<file path="config.mk">
export PLATFORM = sky130hd
export DESIGN_NAME = boot_fetch_steer
export DESIGN_NICKNAME = d
export VERILOG_FILES = /design/src/rtl/bfs_pkg.sv /design/src/rtl/bfs_boot_counter.sv /design/src/rtl/bfs_window_decode.sv /design/src/rtl/bfs_rom_arbiter.sv /design/src/rtl/boot_fetch_steer.sv
export SDC_FILE = /design/constraint.sdc
export NUM_CORES = 1
export LEC_CHECK = 0
export ABC_CLOCK_PERIOD_IN_PS = 2700
export BUFFER_PORTS_ARGS = -buffer_cell sky130_fd_sc_hd__buf_2
export CAP_MARGIN = 5
export CORE_AREA = 4 4 52 54
export CTS_CLUSTER_DIAMETER = 200
export DETAILED_ROUTE_END_ITERATION = 8
export DIE_AREA = 0 0 56 58
export HOLD_SLACK_MARGIN = 0.06
export PLACE_DENSITY = 0.71
export SETUP_SLACK_MARGIN = 0.5
export SYNTH_ARGS = -nofsm -noshare
export SYNTH_HDL_FRONTEND = slang
export SYNTH_HIERARCHICAL = 1
export SYNTH_SLANG_ARGS = --single-unit
</file>
<file path="constraint.sdc">
create_clock -name clk -period 2.7 [get_ports clk]
set_input_delay 0.54 -clock clk [delete_from_list [all_inputs] [get_ports clk]]
set_output_delay 0.54 -clock clk [all_outputs]
set_load 0.02 [all_outputs]
</file>
<file path="src/rtl/bfs_pkg.sv">
package bfs_pkg;
  localparam int NCPU = 2;
  localparam int NROM = 2;
  localparam int AW   = 32;

  // True when the address falls inside the aligned window base..base|mask.
  function automatic logic in_window(input logic [AW-1:0] addr,
                                     input logic [AW-1:0] base,
                                     input logic [AW-1:0] mask);
    return (addr & ~mask) == base;
  endfunction
endpackage

</file>
<file path="src/rtl/bfs_boot_counter.sv">
module bfs_boot_counter #(
  parameter int BOOT_FETCHES = 3
) (
  input  logic clk,
  input  logic rst_n,
  input  logic done_cycle,
  output logic boot
);
  localparam int CW = $clog2(BOOT_FETCHES + 1);
  localparam logic [CW-1:0] LIMIT = CW'(BOOT_FETCHES);

  logic [CW-1:0] cnt;

  assign boot = (cnt < LIMIT);

  always_ff @(posedge clk) begin
    if (!rst_n)
      cnt <= '0;
    else if (done_cycle && boot)
      cnt <= cnt + 1'b1;
  end

  // a completed cycle during boot advances the count by exactly one
  p_cnt_step_r1: assert property (@(posedge clk) disable iff (!rst_n)
    (done_cycle && boot) |=> (cnt == $past(cnt) + 1'b1));
  // without a completed cycle the count stays put
  p_cnt_hold_r1: assert property (@(posedge clk) disable iff (!rst_n)
    !done_cycle |=> $stable(cnt));
  // count never passes the limit
  p_cnt_limit_r1: assert property (@(posedge clk) disable iff (!rst_n)
    cnt <= LIMIT);
endmodule

</file>
<file path="src/rtl/bfs_window_decode.sv">
module bfs_window_decode
  import bfs_pkg::*;
#(
  parameter logic          HOME        = 1'b0,
  parameter logic [AW-1:0] R0_BASE     = 32'hFE00_0000,
  parameter logic [AW-1:0] R0_MASK     = 32'h000F_FFFF,
  parameter logic [AW-1:0] R1_BASE     = 32'hFE40_0000,
  parameter logic [AW-1:0] R1_MASK     = 32'h000F_FFFF,
  parameter logic [AW-1:0] R1_ALT_BASE = 32'hFD00_0000,
  parameter logic [AW-1:0] R1_ALT_MASK = 32'h00FF_FFFF
) (
  input  logic [AW-1:0] addr,
  input  logic          boot,
  input  logic          alt_sel,
  output logic          hit,
  output logic          tgt
);
  logic in_r0, in_r1_main, in_r1_alt, in_r1;

  always_comb begin
    in_r0      = in_window(addr, R0_BASE, R0_MASK);
    in_r1_main = in_window(addr, R1_BASE, R1_MASK);
    in_r1_alt  = in_window(addr, R1_ALT_BASE, R1_ALT_MASK);
    in_r1      = alt_sel ? in_r1_alt : in_r1_main;
    if (boot) begin
      hit = 1'b1;
      tgt = HOME;
    end else if (in_r0) begin
      hit = 1'b1;
      tgt = 1'b0;
    end else if (in_r1) begin
      hit = 1'b1;
      tgt = 1'b1;
    end else begin
      hit = 1'b0;
      tgt = 1'b0;
    end
  end

  // windows never overlap, so at most one decodes at a time
  always_comb begin
    assert (!(in_r0 && in_r1)) else $error("p_disjoint_r4 window overlap");
  end
endmodule

</file>
<file path="src/rtl/bfs_rom_arbiter.sv">
module bfs_rom_arbiter #(
  parameter int NCPU = 2
) (
  input  logic            clk,
  input  logic            rst_n,
  input  logic [NCPU-1:0] req,
  input  logic [NCPU-1:0] ack,
  output logic [NCPU-1:0] gnt
);
  localparam int IDW = (NCPU > 1) ? $clog2(NCPU) : 1;

  logic           lock_vld;
  logic [IDW-1:0] lock_id;
  logic [IDW-1:0] gnt_id;
  logic           found;

  // A pending owner keeps the ROM; otherwise the lowest index wins.
  always_comb begin
    gnt    = '0;
    gnt_id = '0;
    found  = 1'b0;
    if (lock_vld && req[lock_id]) begin
      gnt[lock_id] = 1'b1;
      gnt_id       = lock_id;
      found        = 1'b1;
    end
    for (int i = 0; i < NCPU; i++) begin
      if (req[i] && !found) begin
        gnt[i] = 1'b1;
        gnt_id = i[IDW-1:0];
        found  = 1'b1;
      end
    end
  end

  always_ff @(posedge clk) begin
    if (!rst_n) begin
      lock_vld <= 1'b0;
      lock_id  <= '0;
    end else begin
      lock_vld <= |(gnt & ~ack);
      lock_id  <= gnt_id;
    end
  end

  // one owner per ROM at a time
  p_one_owner_r6: assert property (@(posedge clk) disable iff (!rst_n)
    $onehot0(gnt));
  // with nothing pending, processor 0 wins a request
  p_prio_r6: assert property (@(posedge clk) disable iff (!rst_n)
    (!lock_vld && req[0]) |-> gnt[0]);

  for (genvar g = 0; g < NCPU; g++) begin : g_keep
    // an unacknowledged grant persists while the request stays
    p_keep_r7: assert property (@(posedge clk) disable iff (!rst_n)
      (gnt[g] && !ack[g]) |=> (!req[g] || gnt[g]));
  end
endmodule

</file>
<file path="src/rtl/boot_fetch_steer.sv">
module boot_fetch_steer
  import bfs_pkg::*;
#(
  parameter int BOOT_FETCHES = 3
) (
  input  logic                     clk,
  input  logic                     rst_n,
  input  logic                     alt_win_sel,
  input  logic [NCPU-1:0]          cpu_stb,
  input  logic [NCPU-1:0][AW-1:0]  cpu_addr,
  input  logic [NCPU-1:0]          cpu_ack,
  output logic [NCPU-1:0]          rom_sel,
  output logic [NCPU-1:0]          rom_idx,
  output logic [NCPU-1:0]          cpu_wait,
  output logic [NCPU-1:0]          out_of_range
);
  logic [NCPU-1:0]            boot;
  logic [NCPU-1:0]            hit;
  logic [NCPU-1:0]            tgt;
  logic [NCPU-1:0]            done_cycle;
  logic [NROM-1:0][NCPU-1:0]  req;
  logic [NROM-1:0][NCPU-1:0]  gnt;

  for (genvar g = 0; g < NCPU; g++) begin : g_cpu
    localparam logic HOME_BIT = 1'(g);

    bfs_boot_counter #(.BOOT_FETCHES(BOOT_FETCHES)) u_cnt (
      .clk        (clk),
      .rst_n      (rst_n),
      .done_cycle (done_cycle[g]),
      .boot       (boot[g])
    );

    bfs_window_decode #(.HOME(HOME_BIT)) u_dec (
      .addr    (cpu_addr[g]),
      .boot    (boot[g]),
      .alt_sel (alt_win_sel),
      .hit     (hit[g]),
      .tgt     (tgt[g])
    );

    // boot-phase cycles land on the home ROM and never miss
    p_boot_home_r2: assert property (@(posedge clk) disable iff (!rst_n)
      (cpu_stb[g] && boot[g]) |-> (rom_idx[g] == HOME_BIT && !out_of_range[g]));
    // a miss never selects or waits
    p_miss_quiet_r5: assert property (@(posedge clk) disable iff (!rst_n)
      out_of_range[g] |-> (!rom_sel[g] && !cpu_wait[g]));
    // idle processor drives nothing
    p_idle_r9: assert property (@(posedge clk) disable iff (!rst_n)
      !cpu_stb[g] |-> (!rom_sel[g] && !cpu_wait[g] && !out_of_range[g]));
  end

  for (genvar r = 0; r < NROM; r++) begin : g_rom
    bfs_rom_arbiter #(.NCPU(NCPU)) u_arb (
      .clk   (clk),
      .rst_n (rst_n),
      .req   (req[r]),
      .ack   (cpu_ack),
      .gnt   (gnt[r])
    );
  end

  always_comb begin
    for (int r = 0; r < NROM; r++)
      for (int i = 0; i < NCPU; i++)
        req[r][i] = cpu_stb[i] && hit[i] && (tgt[i] == r[0]);
  end

  always_comb begin
    for (int i = 0; i < NCPU; i++) begin
      rom_sel[i] = 1'b0;
      for (int r = 0; r < NROM; r++)
        rom_sel[i] = rom_sel[i] | gnt[r][i];
      rom_idx[i]      = cpu_stb[i] && hit[i] && tgt[i];
      cpu_wait[i]     = cpu_stb[i] && hit[i] && !rom_sel[i];
      out_of_range[i] = cpu_stb[i] && !hit[i];
      done_cycle[i]   = cpu_stb[i] && cpu_ack[i] && rom_sel[i];
    end
  end

  // two selected processors never share a ROM
  p_no_share_r6: assert property (@(posedge clk) disable iff (!rst_n)
    !(rom_sel[0] && rom_sel[1] && rom_idx[0] == rom_idx[1]));
endmodule

</file>
# Yosys cells after proc, flatten, opt, wreduce, memory -nomap -nowiden

Index checks and enable logic that the tools add are counted.

Add/subtract/negate cells: 2
Magnitude comparators: 6
Eq/ne operators: 8
Muxes and demuxes: 36
Bitwise gates (word level): 7
Reductions and logical operators: 34

Operators with widths:

| kind                   | number |
|---|---|
| $eq A12 B12 Y1 const B | 4 |
| $mux W1                | 32 |
| $logic_and A1 B1 Y1    | 24 |
| $eq A8 B8 Y1 const B   | 2 |
| $logic_not A1 Y1       | 8 |
| $ne A3 B3 Y1 const B   | 2 |
| $add A2 B1 Y2 const B  | 2 |
| $and A2 B2 Y2          | 2 |
| $lt A1 B2 Y1 const B   | 2 |
| $lt A2 B2 Y1 const B   | 2 |
| $mux W2                | 2 |
| $reduce_or A2 Y1       | 2 |
| $demux W1 S1           | 2 |
| $ge A1 B1 Y1 const B   | 2 |
| $not A1 Y1             | 2 |
| $not A2 Y2             | 1 |
| $or A1 B1 Y1           | 2 |

Register bits: 8
Logic and storage cells: 99

# Longest topological paths before layout

Gate-level depths: netlist of the first run.

Word-level depth: 20
Gate-level depth with buffers: 11
Depth with buffers taken out: 11

# By module

The synthesis of the first run kept the hierarchy.

Modules (own cells, without submodules):

| module                              | instances | cells each | area an instance (um2) | seq. area each (um2) |
|---|---|---|---|---|
| bfs_boot_counter                    | 2         | 11         | 107.6                  | 40.0 |
| bfs_rom_arbiter                     | 2         | 11         | 96.3                   | 40.0 |
| boot_fetch_steer                    | 1         | 14         | 116.4                  | 0.0 |
| bfs_window_decode at g_cpu[0].u_dec | 1         | 13         | 101.3                  | 0.0 |
| bfs_window_decode at g_cpu[1].u_dec | 1         | 13         | 82.6                   | 0.0 |

# Worst setup path before layout of the first run

No wires, ideal clock.

Path type: input port to output port
Start: input cpu_addr[23] (netlist bit)
End: output cpu_wait[1]
Arrival: 2.010 ns
Required time: 2.160 ns
Slack: 0.150 ns
Stages on the path: 7
Buffers on the path: 0
Cell sequence: and4bb_1 -> a21bo_1 -> a221oi_2 -> and3_1 -> a21boi_1 -> nor2b_1 -> and4bb_1

RTL lines:

| what        | line                   | RTL |
|---|---|---|
| from (decl) | boot_fetch_steer.sv:10 | `input logic [NCPU-1:0][AW-1:0] cpu_addr,` |
| to (decl)   | boot_fetch_steer.sv:14 | `output logic [NCPU-1:0] cpu_wait,` |

==> results of run 1 <==
metal layers:
metal,track usage,share of wire,up-vias
met2,0.249,0.56,30
met3,0.0178,0.052,0
met5,0,0,-
met4,0.0542,0,0
met1,0.139,0.39,399
li1,-,-,425
kinds of logic (layout without fill, tap and decap cells):
| family | count (synthesis) | count (layout) | synth area share |
|---|---|---|---|
| simple gates | 52 | 52 | 0.514 |
| fa+ha+maj | 2 | 2 | 0.0353 |
| buf+inv | 7 | 64 | 0.0477 |
| mux | 2 | 2 | 0.0283 |
| compound gates | 13 | 13 | 0.148 |
| flops | 8 | 8 | 0.226 |
what timing repair did:
action,4_1_cts,5_1_grt
buffers inserted,8,5
pin swaps,10,15
gates cloned,0,0
gates resized for setup,22,35
setup endpoints to repair,8,12
synthesized netlist by cell type:
cell type,number,area (um^2)
a21bo_1,1,10.0
a21boi_1,2,15.0
a21oi_1,2,10.0
a221oi_2,1,15.0
and2_1,4,25.0
and3_1,4,25.0
and3b_1,1,8.76
and3b_2,1,10.0
and4_1,2,17.5
and4b_1,1,10.0
and4b_2,1,11.3
and4bb_1,3,37.5
buf_4,2,15.0
dfxtp_1,8,160
ha_1,2,25.0
inv_1,5,18.8
mux2i_1,2,20.0
nand2_1,10,37.5
nand3_1,3,15.0
nand3b_1,1,7.51
nand4_1,2,12.5
nand4b_1,1,8.76
nand4bb_1,2,22.5
nor2_1,3,11.3
nor2b_1,5,31.3
nor2b_4,2,27.5
nor3_1,1,5.00
nor3b_2,1,12.5
o211a_1,2,20.0
o211ai_1,1,7.51
o21ai_0,2,10.0
o32ai_1,2,17.5
or2_1,2,12.5
or2b_1,2,15.0
per-stage QoR:
stage	setup TNS, ps	hold slack [ps]	utilization	total power (W)
floorplan	0	438	-	0.000159
global placement	-98.4	449	0.437	0.000192
detailed placement	-162	465	0.437	0.000195
CTS	-89.8	479	0.512	0.000298
global route	-390	503	0.593	0.000335
finish	-201	488	0.593	0.000319
final cells by class:
class / count / area share
Clock buffer: 3 / 0.0172
Inverter: 5 / 0.0143
Multi-Input combinational cell: 69 / 0.489
Sequential cell: 8 / 0.125
Tap cell: 28 / 0.0267
Timing Repair Buffer: 56 / 0.328
worst max-delay path, cell delays in order:
cell      delay [ps]
buf_6             90
and4bb_1         320
nand3_2          100
a221oi_2         290
and3_4           250
a21boi_4         180
nor2b_2           70
and4bb_2         300
buf_6            120
worst paths after layout:
kind / endpoint / slack, ps / cells after the start
min reg2reg: g_cpu[0].u_cnt/cnt[1] / 490 / 2
min: g_cpu[0].u_cnt/cnt[1] / 490 / 2
max reg2reg: g_cpu[1].u_cnt/cnt[1] / 270 / 16
max: cpu_wait[1] / -110 / 9
power groups by stage:
| stage | Clock, W | Sequential [W] | Combinational [W] |
|---|---|---|---|
| finish | 0.0000988 | 0.000127 | 0.0000937 |
| global route | 0.000107 | 0.000127 | 0.000101 |
| CTS | 0.0000953 | 0.000125 | 0.0000774 |
| detailed placement | 0 | 0.000128 | 0.0000679 |
| global placement | 0 | 0.000127 | 0.0000649 |
| floorplan | 0 | 0.000127 | 0.0000325 |
registers in the layout, indices dropped and copies added (netlist names):
| signal | flops |
|---|---|
| g_cpu.u_cnt/cnt | 4 |
| g_rom.u_arb/lock_id | 2 |
| g_rom.u_arb/lock_vld | 2 |
==> flow_metrics.tcl, run 1 <==
set metrics [dict create \
    io_buffers 38 \
    dp_slack_ps -99.3 \
    htree_num_levels 1 \
    slew_headroom 0.826 \
    crit_required_ps 2160 \
    worstSetupStartpoint "cpu_addr[21]" \
    antenna_left 0 \
    fin_crit_sh 1.04 \
    hpwl_um 1590 \
    comb_power_share 0.293 \
    p_int_w 0.000229 \
    grt_pass1_vias 856 \
    ys_warn_count 6 \
    cts_buffers 3 \
    final_cell_mix "26 x buf_2, 20 x buf_6, 10 x buf_4" \
    n_antenna_cell 0 \
    clock_path_buffers 2 \
    fp-row-count 17 \
    drc 0 \
    crit_fanout 4 \
    die_h_um 58 \
    multi_input_area_um2 642 \
    placedInstanceArea_um2 966 \
    ys_seq_elements 8 \
    maxCapViolCount 0 \
    hold_viol_final 0 \
    rsz0062_at_grt "true" \
    syn-cell-area_um2 708 \
    synth_seq_area_share 0.226 \
    num_vias 854 \
    antenna_found_initial 0 \
    grt_pass1_wl_um 3530 \
    setup_ws_ps -107 \
    wl_per_cell_um 13.4 \
    cts_sinks 8 \
    r2r-start "g_cpu[0].u_cnt/cnt[1]" \
    fin_worst_skew_ps 8.23 \
    dieArea_um2 3250 \
    ir_worst_vdd_mv 0.153 \
    synth.avg_cell_area_um2 8.43 \
    io_pins 79 \
    layout-drive-gt1-share 0.652 \
    violations "negative setup slack" \
    max_clock_freq_ghz 0.356 \
    switching_share 0.284 \
    drt_pass1_iterations 4 \
    syn_nets 157 \
    place_inst 153 \
    grt_usage 0.128 \
    setup_viol 3 \
    worst_slew_pin_slew_ps 259 \
    cp-end-kind "output port" \
    ff_latch_area_um2 164 \
    vias_per_cell 5.05 \
    gr-total-overflow 0 \
    status "finished with violations" \
    gp_congestion 0.736 \
    final_common_cell "buf_2" \
    start_kind "input port" \
    critical_path_class "input port to output port" \
    holdCritStartpoint "g_cpu[0].u_cnt/cnt[1]" \
    final_area_um2 1310 \
    seq_power_share 0.397 \
    fillers 205 \
    switching_power_w 0.0000909 \
    syn_inst 84 \
    insertion_delay_ps 260 \
    slew_viol_final 0 \
    postCtsHoldBufs 0 \
    leakage_nw 0.603 \
    wl_um 2270 \
    ctsRootBufferMaster "clkbuf_4" \
    layout.cells.non_filler 169 \
    power_density_nw_per_um2 243 \
    die_x_um 56 \
    drtIter0Drc 8 \
    layout.nets 216 \
    p_clk_frac 0.309 \
    arrival_ps 2270 \
    area_growth_pct 85.3 \
    cts_tree "built" \
    ys_types 34 \
    start_util 0.320 \
    hp-class "flip-flop to flip-flop" \
    grt_max_degree 13 \
    clk_pin_slew_ps 60 \
    core_um2 2210 \
    min_period_ps 2810 \
]
Note: power is estimated with default switching activity, not from simulation.
==> run 2, diff against run 1 <==
ABC_AREA = 1   (was not set)
PLACE_DENSITY = 0.73   (was 0.71)
==> flow_metrics.tcl, run 2 <==
set metrics [dict create \
    final_common_cell "buf_2" \
    hold_viol_final 0 \
    ys_warn_count 6 \
    vias_per_cell 4.56 \
    setup_ws_ps 299 \
    synth_seq_area_share 0.212 \
    syn_nets 215 \
    grt_usage 0.133 \
    cts_sinks 8 \
    ys_types 15 \
    syn-cell-area_um2 757 \
    grt_max_degree 11 \
    io_pins 79 \
    fin_worst_skew_ps 4.53 \
    cts_tree "built" \
    yosys-top-cells-count "38 x inv_1, 38 x nand2_1, 23 x nor2_1" \
    synth_edf_count 0 \
    hpwl_um 1600 \
    dieArea_um2 3250 \
    drtIter0Drc 17 \
    critical_path_class "input port to output port" \
    yosys_most_used_dff "dfxtp_1" \
    start_util 0.342 \
    fin_crit_sh 0.889 \
    insertion_delay_ps 260 \
    top_register "g_cpu.u_cnt/cnt" \
    crit_required_ps 2160 \
    gr-total-overflow 0 \
    status "complete, no violations" \
    power_density_nw_per_um2 246 \
    leakage_nw 0.743 \
    n_antenna_cell 0 \
    wl_um 2310 \
    layout-drive-gt1-share 0.618 \
    setup_viol 0 \
    start_kind "input port" \
    layout.nets 274 \
    max_clock_freq_ghz 0.416 \
    io_buffers 38 \
    postCtsHoldBufs 0 \
    synth.avg_cell_area_um2 5.33 \
    grt_pass1_wl_um 3580 \
    ys_seq_elements 8 \
    fin_setup_tns_ps 0 \
    largest_reg_flops 4 \
    grt_pass1_vias 978 \
    fp-row-count 17 \
    ctsRootBufferMaster "clkbuf_4" \
    synth_area_leaders "dfxtp_1 21%, inv_1 19%, nand2_1 19%" \
    ir_worst_vdd_mv 0.159 \
    largest_registers "g_cpu.u_cnt/cnt: 4 flops, g_rom.u_arb/lock_id: 2 flops, g_rom.u_arb/lock_vld: 2 flops" \
    slew_viol_final 0 \
    cts_buffers 3 \
    final_cell_mix "25 x buf_2, 21 x nand2_1, 20 x inv_1" \
    synth_area_leader_cell "dfxtp_1" \
    slew_headroom 0.858 \
    wl_per_cell_um 10.2 \
    drc 0 \
    clock_path_buffers 2 \
    min_period_ps 2400 \
    worst_slew_pin_slew_ps 212 \
    crit_fanout 3 \
    dp_slack_ps 207 \
    maxCapViolCount 0 \
    synth_top_area_share 0.212 \
    arrival_ps 1860 \
    hp-class "flip-flop to flip-flop" \
    core_um2 2210 \
    syn_inst 142 \
    htree_num_levels 1 \
    fillers 192 \
    num_vias 1034 \
    antenna_left 0 \
    gp_congestion 0.715 \
    drt_pass1_iterations 4 \
    cp-end-kind "output port" \
    die_x_um 56 \
    antenna_found_initial 0 \
    area_growth_pct 86.9 \
    synthArstFlopShare 0 \
    rsz0062_at_grt "true" \
    die_h_um 58 \
    clk_pin_slew_ps 60 \
]
run 2: final cells by class:
type / count / area (um^2) / area share
clock buffer: 3 / 22.5 / 0.0159
sequential: 8 / 161 / 0.114
inverter: 38 / 150 / 0.106
timing repair buffer: 56 / 410 / 0.290
tap: 28 / 35.0 / 0.0248
multi-input combinational: 94 / 636 / 0.449
run 2: path summary, 6_finish.rpt:
check                                            from               endpoint  slack (ps)  depth (start not counted)
worst min register to register  g_cpu[1].u_cnt/cnt[1]  g_cpu[1].u_cnt/cnt[1]         490                          2
worst max register to register  g_cpu[0].u_cnt/cnt[0]  g_cpu[0].u_cnt/cnt[0]         460                         19
worst min-delay path            g_cpu[1].u_cnt/cnt[1]  g_cpu[1].u_cnt/cnt[1]         490                          2
worst max-delay path                     cpu_addr[56]            cpu_wait[0]         300                         16
run 2: per-stage QoR:
step                      instance area [um^2]  utilization  total power [W]  instances  hold slack [ps]
after floorplan                            865            -         0.000184        142              459
after global placement                    1070        0.486         0.000217        206              475
after detailed placement                  1070        0.486         0.000221        206              489
after CTS                                 1280        0.579         0.000335        224              497
after global routing                      1420        0.640         0.000369        227              536
final                                     1420        0.640         0.000348        227              493
run 2: power by group:
group | switching [W] | internal, W | total, W
sequential | 0.00000371 | 0.000124 | 0.000127
clock | 0.0000457 | 0.0000512 | 0.0000969
combinational | 0.0000640 | 0.0000597 | 0.000124
run 2: logic make-up (layout without fill, tap and decap cells):
kind of cell	count (synthesis)	count (layout)	share of synthesized area
flops	8	8	0.212
compound gates	4	4	0.0380
fa+ha+maj	2	2	0.0331
buf+inv	40	97	0.208
simple gates	88	88	0.509
run 2: worst max-delay path: stages:
cell     delay (ps)
buf_6            70
inv_4            30
nor2_1           80
nand2_1          70
a21oi_2         140
nand2_2          90
nand3_4          80
nand2_4          70
nor2_4          150
nand3_2         100
nand2_2          80
inv_2            40
inv_2            60
nand2_4          60
nor2_4           70
buf_6           110
run 2: metal layers:
layer | vias to the layer above | global-route usage | part of all wire
li1 | 532 | - | -
met1 | 468 | 0.131 | 0.35
met2 | 30 | 0.270 | 0.58
met3 | 4 | 0.0223 | 0.055
met4 | 0 | 0.0542 | 0.016
met5 | - | 0 | 0
run 2: repair_timing:
item                       in CTS  in global routing
gates cloned                    0                  0
gates resized for setup        25                 35
pin swaps                      25                 13
setup endpoints to repair       5                 10
setup buffers                  15                  3
